File: config.mk
export PLATFORM = sky130hd
export DESIGN_NAME = ccm_ks_top
export DESIGN_NICKNAME = d
export VERILOG_FILES = /design/src/rtl/ccm_ks_pkg.sv /design/src/rtl/ccm_ks_ablk.sv /design/src/rtl/ccm_ks_mask.sv /design/src/rtl/ccm_ks_seq.sv /design/src/rtl/ccm_ks_top.sv
export SDC_FILE = /design/constraint.sdc
export NUM_CORES = 1
export LEC_CHECK = 0
export BUFFER_PORTS_ARGS = -buffer_cell sky130_fd_sc_hd__buf_4
export CORE_AREA = 5 5 296 298
export CTS_BUF_LIST = sky130_fd_sc_hd__clkbuf_2
export DETAILED_ROUTE_END_ITERATION = 6
export DIE_AREA = 0 0 301 303
export RECOVER_POWER = 25
export SETUP_SLACK_MARGIN = 0.4
export SYNTH_ARGS = -nofsm -noshare
export SYNTH_HDL_FRONTEND = slang
export SYNTH_SLANG_ARGS = --single-unit
export TNS_END_PERCENT = 20
File: constraint.sdc
create_clock -name clk -period 11.17 [get_ports clk]
set_input_delay 2.234 -clock clk [delete_from_list [all_inputs] [get_ports clk]]
set_output_delay 2.234 -clock clk [all_outputs]
set_load 0.02 [all_outputs]
File: src/rtl/ccm_ks_pkg.sv
package ccm_ks_pkg;
  localparam int BLK_W   = 128;
  localparam int BLK_BYT = BLK_W / 8;

  typedef enum logic [1:0] {
    CMD_HOLD_A = 2'b00,
    CMD_TAGKS  = 2'b01,
    CMD_HOLD_B = 2'b10,
    CMD_COUNT  = 2'b11
  } ks_cmd_e;

  typedef enum logic {
    SQ_IDLE = 1'b0,
    SQ_WAIT = 1'b1
  } sq_state_e;

  typedef enum logic {
    JOB_MSG = 1'b0,
    JOB_TAG = 1'b1
  } job_e;
endpackage

File: src/rtl/ccm_ks_ablk.sv
module ccm_ks_ablk
  import ccm_ks_pkg::*;
#(
  parameter int LEN_BYTES = 2,
  localparam int CTR_W    = 8 * LEN_BYTES,
  localparam int NONCE_W  = 8 * (15 - LEN_BYTES)
) (
  input  logic [NONCE_W-1:0] nonce,
  input  logic [CTR_W-1:0]   ctr,
  output logic [BLK_W-1:0]   blk
);
  localparam logic [7:0] FLAGS = 8'(LEN_BYTES - 1);

  always_comb begin
    blk = {FLAGS, nonce, ctr};
  end
endmodule

File: src/rtl/ccm_ks_mask.sv
module ccm_ks_mask
  import ccm_ks_pkg::*;
#(
  localparam int KEEP_W = $clog2(BLK_BYT + 1)
) (
  input  logic [BLK_W-1:0]  din,
  input  logic [KEEP_W-1:0] keep,
  output logic [BLK_W-1:0]  dout
);
  for (genvar g = 0; g < BLK_BYT; g++) begin : g_byte
    localparam logic [KEEP_W-1:0] IDX = KEEP_W'(g);
    always_comb begin
      dout[BLK_W-1-8*g -: 8] = (IDX < keep) ? din[BLK_W-1-8*g -: 8] : 8'h00;
    end
  end
endmodule

File: src/rtl/ccm_ks_seq.sv
module ccm_ks_seq
  import ccm_ks_pkg::*;
#(
  parameter int CTR_W = 16
) (
  input  logic             clk,
  input  logic             rst_n,
  input  logic [1:0]       cmd,
  input  logic [CTR_W-1:0] nblk,
  input  logic             ciph_done,
  output logic             start,
  output logic             busy,
  output logic             tag_job,
  output logic [CTR_W-1:0] ctr,
  output logic             last_blk,
  output logic             fin_msg,
  output logic             fin_tag,
  output logic             tag_have
);
  sq_state_e        st_q, st_d;
  job_e             job_q, job_d;
  logic [CTR_W-1:0] ctr_q, ctr_d;
  logic             have_q, have_d;
  logic             start_q, start_d;
  ks_cmd_e          cmd_e;

  assign cmd_e = ks_cmd_e'(cmd);

  always_comb begin
    st_d    = st_q;
    job_d   = job_q;
    ctr_d   = ctr_q;
    have_d  = have_q;
    start_d = 1'b0;
    unique case (st_q)
      SQ_IDLE: begin
        unique case (cmd_e)
          CMD_COUNT: begin
            if (ctr_q <= nblk) begin
              start_d = 1'b1;
              job_d   = JOB_MSG;
              st_d    = SQ_WAIT;
            end
          end
          CMD_TAGKS: begin
            if (!have_q) begin
              start_d = 1'b1;
              job_d   = JOB_TAG;
              st_d    = SQ_WAIT;
            end
          end
          default: begin
            ctr_d  = CTR_W'(1);
            have_d = 1'b0;
          end
        endcase
      end
      SQ_WAIT: begin
        if (ciph_done) begin
          st_d = SQ_IDLE;
          if (job_q == JOB_MSG) ctr_d = ctr_q + CTR_W'(1);
          else                  have_d = 1'b1;
        end
      end
      default: st_d = SQ_IDLE;
    endcase
  end

  always_ff @(posedge clk or negedge rst_n) begin
    if (!rst_n) begin
      st_q    <= SQ_IDLE;
      job_q   <= JOB_MSG;
      ctr_q   <= CTR_W'(1);
      have_q  <= 1'b0;
      start_q <= 1'b0;
    end else begin
      st_q    <= st_d;
      job_q   <= job_d;
      ctr_q   <= ctr_d;
      have_q  <= have_d;
      start_q <= start_d;
    end
  end

  assign start    = start_q;
  assign busy     = (st_q == SQ_WAIT);
  assign tag_job  = (job_q == JOB_TAG);
  assign ctr      = ctr_q;
  assign last_blk = (ctr_q == nblk);
  assign fin_msg  = busy && ciph_done && (job_q == JOB_MSG);
  assign fin_tag  = busy && ciph_done && (job_q == JOB_TAG);
  assign tag_have = have_q;

  // request is a single-cycle pulse
  a_r10_start_pulse: assert property (@(posedge clk) disable iff (!rst_n)
    start_q |=> !start_q);

  // no new request while one is outstanding
  a_r3_one_outstanding: assert property (@(posedge clk) disable iff (!rst_n)
    (busy && !ciph_done) |=> !start_q);

  // the counter never runs past one beyond the final block while counting
  a_r6_ctr_bound: assert property (@(posedge clk) disable iff (!rst_n)
    (cmd_e == CMD_COUNT) |-> (ctr_q <= nblk + CTR_W'(1)));
endmodule

File: src/rtl/ccm_ks_top.sv
module ccm_ks_top
  import ccm_ks_pkg::*;
#(
  parameter int LEN_BYTES = 2,
  localparam int CTR_W    = 8 * LEN_BYTES,
  localparam int NONCE_W  = 8 * (15 - LEN_BYTES),
  localparam int KEEP_W   = $clog2(BLK_BYT + 1)
) (
  input  logic               clk,
  input  logic               rst_n,
  input  logic [1:0]         cmd,
  input  logic [NONCE_W-1:0] nonce,
  input  logic [CTR_W-1:0]   msg_len,
  input  logic [BLK_W-1:0]   msg_blk,
  output logic               ciph_start,
  output logic [BLK_W-1:0]   ciph_blk,
  input  logic               ciph_done,
  input  logic [BLK_W-1:0]   ciph_res,
  output logic [BLK_W-1:0]   ks_out,
  output logic               ks_out_vld,
  output logic [BLK_W-1:0]   s0_out,
  output logic               s0_vld
);
  logic rst_meta, srst_n;

  always_ff @(posedge clk or negedge rst_n) begin
    if (!rst_n) begin
      rst_meta <= 1'b0;
      srst_n   <= 1'b0;
    end else begin
      rst_meta <= 1'b1;
      srst_n   <= rst_meta;
    end
  end

  logic [CTR_W:0]   len_p15;
  logic [CTR_W-1:0] nblk;
  logic [3:0]       rem;

  assign len_p15 = {1'b0, msg_len} + (CTR_W + 1)'(15);
  assign nblk    = {3'b000, len_p15[CTR_W:4]};
  assign rem     = msg_len[3:0];

  logic             busy, tag_job, last_blk, fin_msg, fin_tag, tag_have;
  logic [CTR_W-1:0] ctr, ctr_sel;

  ccm_ks_seq #(.CTR_W(CTR_W)) u_seq (
    .clk      (clk),
    .rst_n    (srst_n),
    .cmd      (cmd),
    .nblk     (nblk),
    .ciph_done(ciph_done),
    .start    (ciph_start),
    .busy     (busy),
    .tag_job  (tag_job),
    .ctr      (ctr),
    .last_blk (last_blk),
    .fin_msg  (fin_msg),
    .fin_tag  (fin_tag),
    .tag_have (tag_have)
  );

  assign ctr_sel = tag_job ? '0 : ctr;

  ccm_ks_ablk #(.LEN_BYTES(LEN_BYTES)) u_ablk (
    .nonce(nonce),
    .ctr  (ctr_sel),
    .blk  (ciph_blk)
  );

  logic [KEEP_W-1:0] keep;
  logic [BLK_W-1:0]  xored, masked;

  assign keep  = (last_blk && (rem != 4'd0)) ? KEEP_W'(rem) : KEEP_W'(BLK_BYT);
  assign xored = ciph_res ^ msg_blk;

  ccm_ks_mask u_mask (
    .din (xored),
    .keep(keep),
    .dout(masked)
  );

  logic [BLK_W-1:0] ks_q, ks_d, s0_q, s0_d;
  logic             vld_q, vld_d;

  always_comb begin
    ks_d  = fin_msg ? masked : ks_q;
    s0_d  = fin_tag ? ciph_res : s0_q;
    vld_d = fin_msg;
  end

  always_ff @(posedge clk or negedge srst_n) begin
    if (!srst_n) begin
      ks_q  <= '0;
      s0_q  <= '0;
      vld_q <= 1'b0;
    end else begin
      ks_q  <= ks_d;
      s0_q  <= s0_d;
      vld_q <= vld_d;
    end
  end

  assign ks_out     = ks_q;
  assign ks_out_vld = vld_q;
  assign s0_out     = s0_q;
  assign s0_vld     = tag_have;

  // a data strobe always follows a cipher completion
  a_r4_vld_after_done: assert property (@(posedge clk) disable iff (!srst_n)
    ks_out_vld |-> $past(ciph_done));

  // the tag keystream never coincides with a data strobe
  a_r7_tag_not_data: assert property (@(posedge clk) disable iff (!srst_n)
    $rose(s0_vld) |-> !ks_out_vld);

  // an idle command issues no request on the next cycle
  a_r8_idle_no_req: assert property (@(posedge clk) disable iff (!srst_n)
    !cmd[0] |=> !ciph_start);

  // counter block held steady while the cipher works
  a_r10_blk_stable: assert property (@(posedge clk) disable iff (!srst_n)
    (busy && !ciph_done) |=> $stable(ciph_blk));
endmodule

==> results of run 1 <==
-- worst paths after layout --
kind	startpoint	end	slack, ps	cells past startpoint
setup / recovery	msg_len[2]	ks_out[80]	5830	13
hold / removal	rst_meta	srst_n	350	0
setup reg to reg	srst_n	ks_out[114]	5910	2
hold reg to reg	rst_meta	srst_n	350	0
max in group asynchronous	srst_n	ks_out[114]	5910	2
min in group asynchronous	srst_n	s0_out[64]	810	0
-- worst max-delay path: cells and delay by family --
kind / cells / cell delay [ps]
compound gates: 2 / 940
xor+xnor: 1 / 150
buf+inv: 2 / 410
simple gates: 7 / 2190
fa+ha+maj: 1 / 310
-- cell families after synthesis --
logic type / after synthesis
xor gates and xnor gates: 156
adders and majority gates: 14
other: 2
and+or+nand+nor: 222
AOI/OAI and AO/OA: 158
DFF: 279
buffers and inverters: 168
muxes: 128
-- layout by cell type, fill, tap and decap left out, types with 18 or more instances in the layout --
cell      netlist  layout
o21ai_0        18      18
nor2_1         24      24
o31ai_1        96      96
xor2_1         33      33
clkbuf_2        0     108
dfrtp_1       278     278
nand2_1       127     127
mux2_2        128     128
buf_4         112     556
xnor2_1       123     123
-- cell usage after synthesis, drive strengths merged (2+ instances only) --
cell    instances  area [um2]
dfrtp         278        6960
mux2          128        1440
nand2         127         477
xnor2         123        1080
buf           117         865
o31ai          97         733
clkbuf         45         169
xor2           33         289
nor2           28         115
o21ai          18        90.1
a22o           16         140
nor2b          16         100
ha             14         175
a21oi          12        71.3
nand3          11        55.1
nand4           9        56.3
inv             5        18.8
nor3            5        41.3
nor4            4        31.3
or3             4        35.0
and3            3        18.8
and4            3        26.3
a21o            2        15.0
a31oi           2        42.5
and2            2        12.5
conb            2        7.51
nand2b          2        12.5
o211ai          2        15.0
o221ai          2        17.5
o31a            2        17.5
or4b            2        20.0
-- layout make-up --
class / count / area [um2]
fill: 9340 / 66000
sequential: 279 / 6980
multi-input combinational: 687 / 5280
timing repair buffer: 561 / 4230
tap: 1144 / 1430
clock buffer: 108 / 541
clock inverter: 24 / 166
inverter: 6 / 22.5
antenna: 5 / 12.5
-- stage by stage --
step,utilization (%),cells,hold WS [ps]
final,22.1,2814,353
after global routing,22.0,2810,367
after CTS,22.1,2809,357
after detailed placement,21.2,2677,337
after global placement,21.2,2677,338
after floorplan,-,1134,331
-- power by group through the flow --
stage	clock network, mW	logic (mW)	registers (mW)
2_1_floorplan	0	0.712	2.29
3_3_place_gp	0	2.43	1.74
3_5_place_dp	0	2.44	1.76
4_1_cts	0.858	2.44	1.75
5_1_grt	0.903	2.56	1.81
6_report	0.794	2.37	1.74
-- per-layer routing --
layer	vias up	wire, um
met4	0	2190
met3	125	6500
li1	4800	-
met1	4876	22100
met5	-	0
met2	536	26700
==> flow_summary_export.csv, run 1 <==
group,metric,value,unit
status,status,"finished, violations left",
status,violations,"capacitance limit, slew limit",
global_route,grt-ovfl-total,0,
setup_path,worstSetupStartpointType,"primary input",
synthesis,async_flop_share,100,%
timing,timing.fmax,0.187,GHz
synthesis,synthAdderAreaFrac,1.32,%
synthesis,synth.ff_latch_count,279,
floorplanning,die-height,303,um
synthesis,synth-simple-area-share,7.88,%
clocking,root_buffer,"clkbuf_2",
setup_path,crit_type,"primary input to register",
floorplanning,chipWidth,301,um
power,power_leakage,8.63,nW
global_route,grt_pass1_wl,79400,um
timing,fin_tns_setup,0,ps
job,drv_cap,3,
power,finalPower,4.91,mW
power,max-vdd-ir-drop,0.110,mV
synthesis,synthMuxAreaShare,10.9,%
setup_path,crit_chain,"buf_4 > nor4_2 > buf_4 > nor3_1 > and3_1 > nand3_1 > xor2_1 > ha_1 > and3_1 > nand3_1 > or4b_1 > a21oi_2 > o31ai_1",
setup_path,cp.required,12100,ps
setup_path,critical_path.max_fanout,14,
timing,post-route-period-util,47.8,%
route,vias,10337,
power,seq_power_share,35.5,%
synthesis,ys_seq_area_share,52.6,%
placement,post-place-ws,4700,ps
timing,max_slew.worst_pin.slew,3440,ps
layout,drive_above_1_share,49.5,%
synthesis,synth_edf_count,0,
synthesis,synth_compound_area_share,9.08,%
clocking,htree_levels,3,
clocking,cts.repair.resized,0,
floorplanning,die_area,0.0912,mm2
floorplanning,num_io_pins,768,
timing,drv_slew,149,
synthesis,synth_top_family_by_area,"multiplexers",
synthesis,syn-cell-area,0.0133,mm2
timing,hold_viol,0,
power,power_frac_comb,48.3,%
synthesis,yosys_warnings,0,
power,p_int,2.82,mW
global_route,grt_pass1_vias,11131,
power,switchingPower,2.09,mW
global_route,grtUsageMet1,13.8,%
hold_path,hold_class,"register to register",
clocking,cts_buffers,87,
power,clockPowerShare,16.2,%
clocking,ctsLongestPathBuffers,3,
setup_path,crit_slowest_cell,"a21oi_2",
synthesis,avgSynthCellArea,11.8,um2
synthesis,synth_ff_type,"dfrtp_1",
route,wl_per_cell,20.4,um
global_route,grt.busiest_layer,"met2",
setup_path,arrival,6270,ps
layout,nets,2017,
route,wl,57500,um
placement,numPortBuffers,551,
timing,worst_slack,5830,ps
timing,finalSetupViolCount,0,
global_route,antenna_found_initial,7,
placement,finalWeightedCongestion,0.773,
route,firstDrtPassIters,4,
route,ant_nets,0,
timing,finClkSkew,89.2,ps
timing,rsz0062_at_grt,"no",
floorplanning,core_region_area,0.0846,mm2
setup_path,slowest_delay,790,ps
clocking,path_clk_slew,80,ps
placement,dpl_cell_area,0.0180,mm2
floorplanning,num_rows,107,
synthesis,synth.distinct_cells,54,
synthesis,synth-xor-area-share,10.3,%
route,drc_errors,0,
synthesis,synthCells,1127,
placement,hpwl,45700,um
global_route,use_met2,19.5,%
clocking,cts_tree,"yes",
clocking,cts.sinks,279,
route,drt-initial-drc-count,377,
timing,worst_slew_margin_rel,-130,%
clocking,post-cts-setup-buffers,0,
global_route,grt_max_degree,157,
route,avgViaCountPerCell,3.67,
timing,post-route-min-period,5340,ps
floorplanning,start_util,15.7,%
power,pwr_density_cell,263,mW/mm2
global_route,grt_use_total,12.2,%
setup_path,cp-end-kind,"register",
power,swShare,42.6,%
clocking,holdBufCountCts,0,
layout,synthToLayoutAreaGrowth,40.5,%
clocking,clock_latency,1150,ps
layout,design_area,0.0187,mm2
global_route,met3_usage,5.87,%
Power figures use the tool's default switching activity.
==> run 2, diff against run 1 <==
Clock period 11.17 ns to 5.15 ns, I/O delays scaled along.
==> run 2 against run 1 <==
  * The flow now finishes without violations
  * Largest cell class unchanged
  * Register-to-register slack lost 3600 ps
  * Via count grew 10%
  * Wire length grew 3.6%
  * Total power grew 120%
  * Critical path type unchanged
  * Final cell count grew 9.5%
  * Combinational power grew 120%
==> flow_summary_export.csv, run 2 (synthesized netlist as in run 1, its figures left out) <==
group,metric,value,unit
setup_path,cp.required,6080,ps
placement,finalWeightedCongestion,0.760,
global_route,grt_pass1_vias,12565,
status,status,"finished clean",
floorplanning,start_util,15.7,%
setup_path,rrSetupSlack,2300,ps
placement,numPortBuffers,551,
global_route,grt-ovfl-total,0,
power,pwr_density_cell,512,mW/mm2
route,wl_per_cell,19.3,um
clocking,cts.sinks,279,
layout,mostFrequentLayoutCell,"buf_4",
timing,hold_ws,328,ps
layout,nFillCells,8997,
setup_path,reg2reg_depth,7,
layout,drive_above_1_share,43.7,%
clocking,htree_levels,3,
timing,rsz0062_at_grt,"no",
clocking,cts.repair.resized,0,
timing,post-route-period-util,72.7,%
floorplanning,core_region_area,0.0846,mm2
power,finalPower,10.9,mW
floorplanning,die-height,303,um
clocking,cts_buffers,84,
timing,timing.fmax,0.267,GHz
placement,hpwl,44300,um
route,drt-initial-drc-count,504,
route,avgViaCountPerCell,3.70,
power,max-vdd-ir-drop,0.283,mV
setup_path,crit_type,"primary input to register",
route,vias,11393,
hold_path,hold_class,"primary input to register",
clocking,path_clk_slew,90,ps
floorplanning,die_area,0.0912,mm2
timing,drv_slew,0,
setup_path,r2r_start,"u_seq.ctr[0]",
clocking,clock_latency,1160,ps
setup_path,crit_start,"msg_len[1]",
floorplanning,num_io_pins,768,
timing,finalSetupViolCount,0,
global_route,grt_pass1_wl,84700,um
route,ant_nets,0,
job,drv_cap,0,
setup_path,cp-end-kind,"register",
layout,final_cell_mix,"buf_4, dfrtp_1, dlygate4sd3_1",
setup_path,critical_path.max_fanout,11,
power,power_leakage,9.79,nW
clocking,root_buffer,"clkbuf_2",
route,firstDrtPassIters,4,
global_route,grt_max_degree,153,
timing,post-route-min-period,3740,ps
layout,utilization,25.2,%
setup_path,crit_end,"ks_out[115]",
timing,hold_viol,0,
setup_path,arrival,4680,ps
timing,finClkSkew,107,ps
layout,nets,2273,
clocking,cts_tree,"yes",
timing,max_slew.worst_pin.slew,999,ps
setup_path,r2r-end,"ks_out[115]",
timing,fin_tns_setup,0,ps
floorplanning,num_rows,107,
setup_path,worstSetupStartpointType,"primary input",
layout,synthToLayoutAreaGrowth,60.6,%
timing,worst_slew_margin_rel,33.4,%
floorplanning,chipWidth,301,um
route,wl,59600,um
clocking,post-cts-setup-buffers,0,
global_route,antenna_found_initial,4,
route,drc_errors,0,
global_route,grt_use_total,12.6,%
clocking,ctsLongestPathBuffers,3,
## run 2: worst min path at each step
stage                     from    endpoint  cells after the start  slack [ps]
floorplan             rst_meta      srst_n                      0         330
global placement        srst_n  s0_out[48]                      0         240
detailed placement      srst_n  s0_out[48]                      0         240
CTS                 msg_blk[0]   ks_out[0]                      3          20
global route        msg_blk[0]   ks_out[0]                      3          60
finish              msg_blk[0]   ks_out[0]                      3         330
## run 2: repair_timing
| item | in CTS | in global routing |
|---|---|---|
| hold endpoints to repair | 251 | 0 |
| hold buffers | 254 | 0 |
| endpoints found under the setup margin | 0 | 0 |
## run 2: cell type report
type | count | area (um2) | share of cell area [%]
Antenna cell | 6 | 15.0 | 0.0704
Clock buffer | 117 | 586 | 2.74
Clock inverter | 22 | 150 | 0.704
Inverter | 6 | 22.5 | 0.106
Multi-Input combinational cell | 687 | 5290 | 24.8
Sequential cell | 279 | 6980 | 32.7
Tap cell | 1144 | 1430 | 6.71
Timing Repair Buffer | 820 | 6850 | 32.1
## run 2: worst max-delay path, cell delays in order
cell     delay (ps)
buf_4           230
nor4_2          110
nor3_1          630
and3_1          350
nand3_1         110
xor2_1          150
ha_1            300
and3_1          170
nand3_1         270
or4b_1          730
nor3_4          440
o31ai_1         150
## run 2: power breakdown
part           internal (mW)  switching, mW  total (mW)
Combinational           2.37           2.96        5.33
Sequential              3.20          0.599        3.80
Clock                  0.711           1.08        1.79
## run 2: layer usage
layer / share of wire, % / track usage [%] / vias up
met3: 12 / 6.33 / 169
met1: 38 / 13.9 / 5347
met4: 4.3 / 5.91 / 2
li1: - / - / 5317
met2: 46 / 20.4 / 558
met5: 0.013 / 0 / -
## run 2: through the flow
stage                     instance area [um2]  cells  setup slack (ps)
after floorplan                         13300   1134               579
after global placement                  18000   2682               316
after detailed placement                18000   2682               257
after CTS                               21300   3075              1320
after global routing                    21300   3080              1300
final                                   21300   3081              1410
==> run 3, diff against run 2 <==
Clock period 5.15 ns to 3.7 ns, I/O delays scaled along.
==> run 3 against run 2 <==
  * Critical path type unchanged
  * Clock-buffer cell count shrank 1
  * Highest routed layer unchanged
  * Sequential share of layout area down 1.1 points
  * Combinational power increased by 42%
  * Global-route usage increased by 0.16 points
  * The flow now finishes with violations (capacitance limit, slew limit)
  * Design area increased by 3.5%
  * Register-to-register slack lost 1400 ps
==> flow_summary_export.csv, run 3 (synthesized netlist as in run 1, its figures left out) <==
group,metric,value,unit
timing,timing.fmax,0.310,GHz
power,power_frac_comb,48.8,%
setup_path,crit_type,"primary input to register",
clocking,path_clk_slew,90,ps
route,wl_per_cell,19.1,um
setup_path,r2r_start,"srst_n",
floorplanning,start_util,15.7,%
power,pwr_density_cell,701,mW/mm2
hold_path,hold_class,"register to register",
timing,post-route-min-period,3230,ps
clocking,cts_buffers,82,
power,switchingPower,6.50,mW
power,swShare,42.0,%
setup_path,arrival,4180,ps
route,drt-initial-drc-count,421,
clocking,clock_latency,1100,ps
floorplanning,core_region_area,0.0846,mm2
setup_path,rrSetupSlack,940,ps
layout,drive_above_1_share,44.5,%
layout,nets,2330,
setup_path,path_delay_family,"simple AND/OR/NAND/NOR gates",
setup_path,r2r-end,"s0_out[54]",
placement,post-place-ws,-340,ps
layout,synthToLayoutAreaGrowth,66.2,%
timing,finClkSkew,86.1,ps
floorplanning,die_area,0.0912,mm2
route,wl,60100,um
power,power_leakage,10.1,nW
layout,design_area,0.0221,mm2
power,seq_power_share,34.4,%
route,vias,11654,
floorplanning,chipWidth,301,um
layout,mostFrequentLayoutCell,"buf_4",
power,p_int,8.98,mW
setup_path,cp-end-kind,"register",
timing,finalSetupViolCount,0,
global_route,grt_pass1_wl,85900,um
setup_path,crit_slowest_cell,"dlygate4sd3_1",
setup_path,slowest_delay,590,ps
timing,hold_viol,0,
floorplanning,die-height,303,um
setup_path,crit_end,"u_seq.busy",
setup_path,critical_path.max_fanout,4,
timing,worst_slew_margin_rel,-33.9,%
setup_path,cp.required,4650,ps
global_route,grt_pass1_vias,12976,
clocking,cts.sinks,279,
global_route,antenna_found_initial,8,
route,firstDrtPassIters,4,
route,ant_nets,0,
route,drc_errors,0,
setup_path,cp_num_cells,15,
floorplanning,num_io_pins,768,
clocking,ctsLongestPathBuffers,3,
timing,drv_slew,38,
setup_path,worstSetupStartpointType,"primary input",
status,status,"finished, violations left",
power,max-vdd-ir-drop,0.345,mV
layout,final_cell_mix,"buf_4, dfrtp_1, dlygate4sd3_1",
job,drv_cap,1,
setup_path,reg2reg_depth,1,
timing,fin_tns_setup,0,ps
placement,numPortBuffers,551,
global_route,grt_use_total,12.8,%
clocking,root_buffer,"clkbuf_2",
global_route,grt_max_degree,133,
floorplanning,num_rows,107,
placement,hpwl,45900,um
clocking,htree_levels,3,
global_route,grt-ovfl-total,0,
timing,worst_slack,472,ps
power,clockPowerShare,16.8,%
status,violations,"capacitance limit, slew limit",
timing,post-route-period-util,87.2,%
setup_path,crit_start,"msg_len[2]",
placement,finalWeightedCongestion,0.782,
placement,dpl_cell_area,0.0186,mm2
route,avgViaCountPerCell,3.70,
setup_path,crit_chain,"buf_4 > nor4_2 > buf_12 > nor3_1 > and3_1 > nand3_1 > xor2_1 > ha_1 > and3_1 > nand3_1 > buf_4 > a2111oi_0 > or4_1 > o221ai_1 > dlygate4sd3_1",
setup_path,worst-path-buf-inv,4,
timing,max_slew.worst_pin.slew,2010,ps
clocking,cts_tree,"yes",
layout,nFillCells,8947,
timing,rsz0062_at_grt,"no",
[run 3: layout make-up]
class                      instances  area, um2  share of cell area [%]
timing repair buffer             879       7510                    34.0
sequential                       279       6980                    31.6
multi-input combinational        687       5290                    24.0
tap                             1144       1430                    6.48
clock buffer                     116        581                    2.63
clock inverter                    27        229                    1.04
antenna                           10       25.0                   0.113
inverter                           6       22.5                   0.102
[run 3: timing repair]
action                                 CTS  global route
setup buffers                            0             0
endpoints found under the hold margin  277             0
hold buffers                           269             0
setup endpoints to repair                1             0
resized for setup                        1             0
[run 3: worst min-delay path by stage]
stage               cells after the start    endpoint  slack [ps]       start
floorplan                               0      srst_n         330    rst_meta
global placement                        0      srst_n         340    rst_meta
detailed placement                      0      srst_n         340    rst_meta
CTS                                     5  ks_out[10]          50  msg_len[3]
global route                            5  ks_out[10]         110  msg_len[3]
finish                                  0      srst_n         350    rst_meta
[run 3: power groups by stage]
stage          Sequential [mW]  Combinational, mW  Clock, mW
4_1_cts                   5.32               7.73       2.79
3_3_place_gp              5.30               7.44          0
3_5_place_dp              5.35               7.48          0
2_1_floorplan             6.93               2.15          0
6_report                  5.32               7.56       2.60
5_1_grt                   5.52               8.11       2.93
[run 3: metrics by stage]
step | power, mW | utilization (%) | hold slack [ps] | cells
5_1_grt | 16.6 | 26.1 | 105 | 3145
2_1_floorplan | 9.08 | - | 331 | 1134
4_1_cts | 15.8 | 26.1 | 54.5 | 3138
3_5_place_dp | 12.8 | 22.0 | 345 | 2726
6_report | 15.5 | 26.1 | 352 | 3148
3_3_place_gp | 12.7 | 22.0 | 337 | 2726
[run 3: routing by layer]
layer  global-route usage [%]  vias up  routed length [um]
li1                         -     5442                   -
met1                     13.8     5497               22600
met2                     20.8      539               27900
met3                     6.13      172                6410
met4                     6.78        4                3230
met5                        0        -                  15
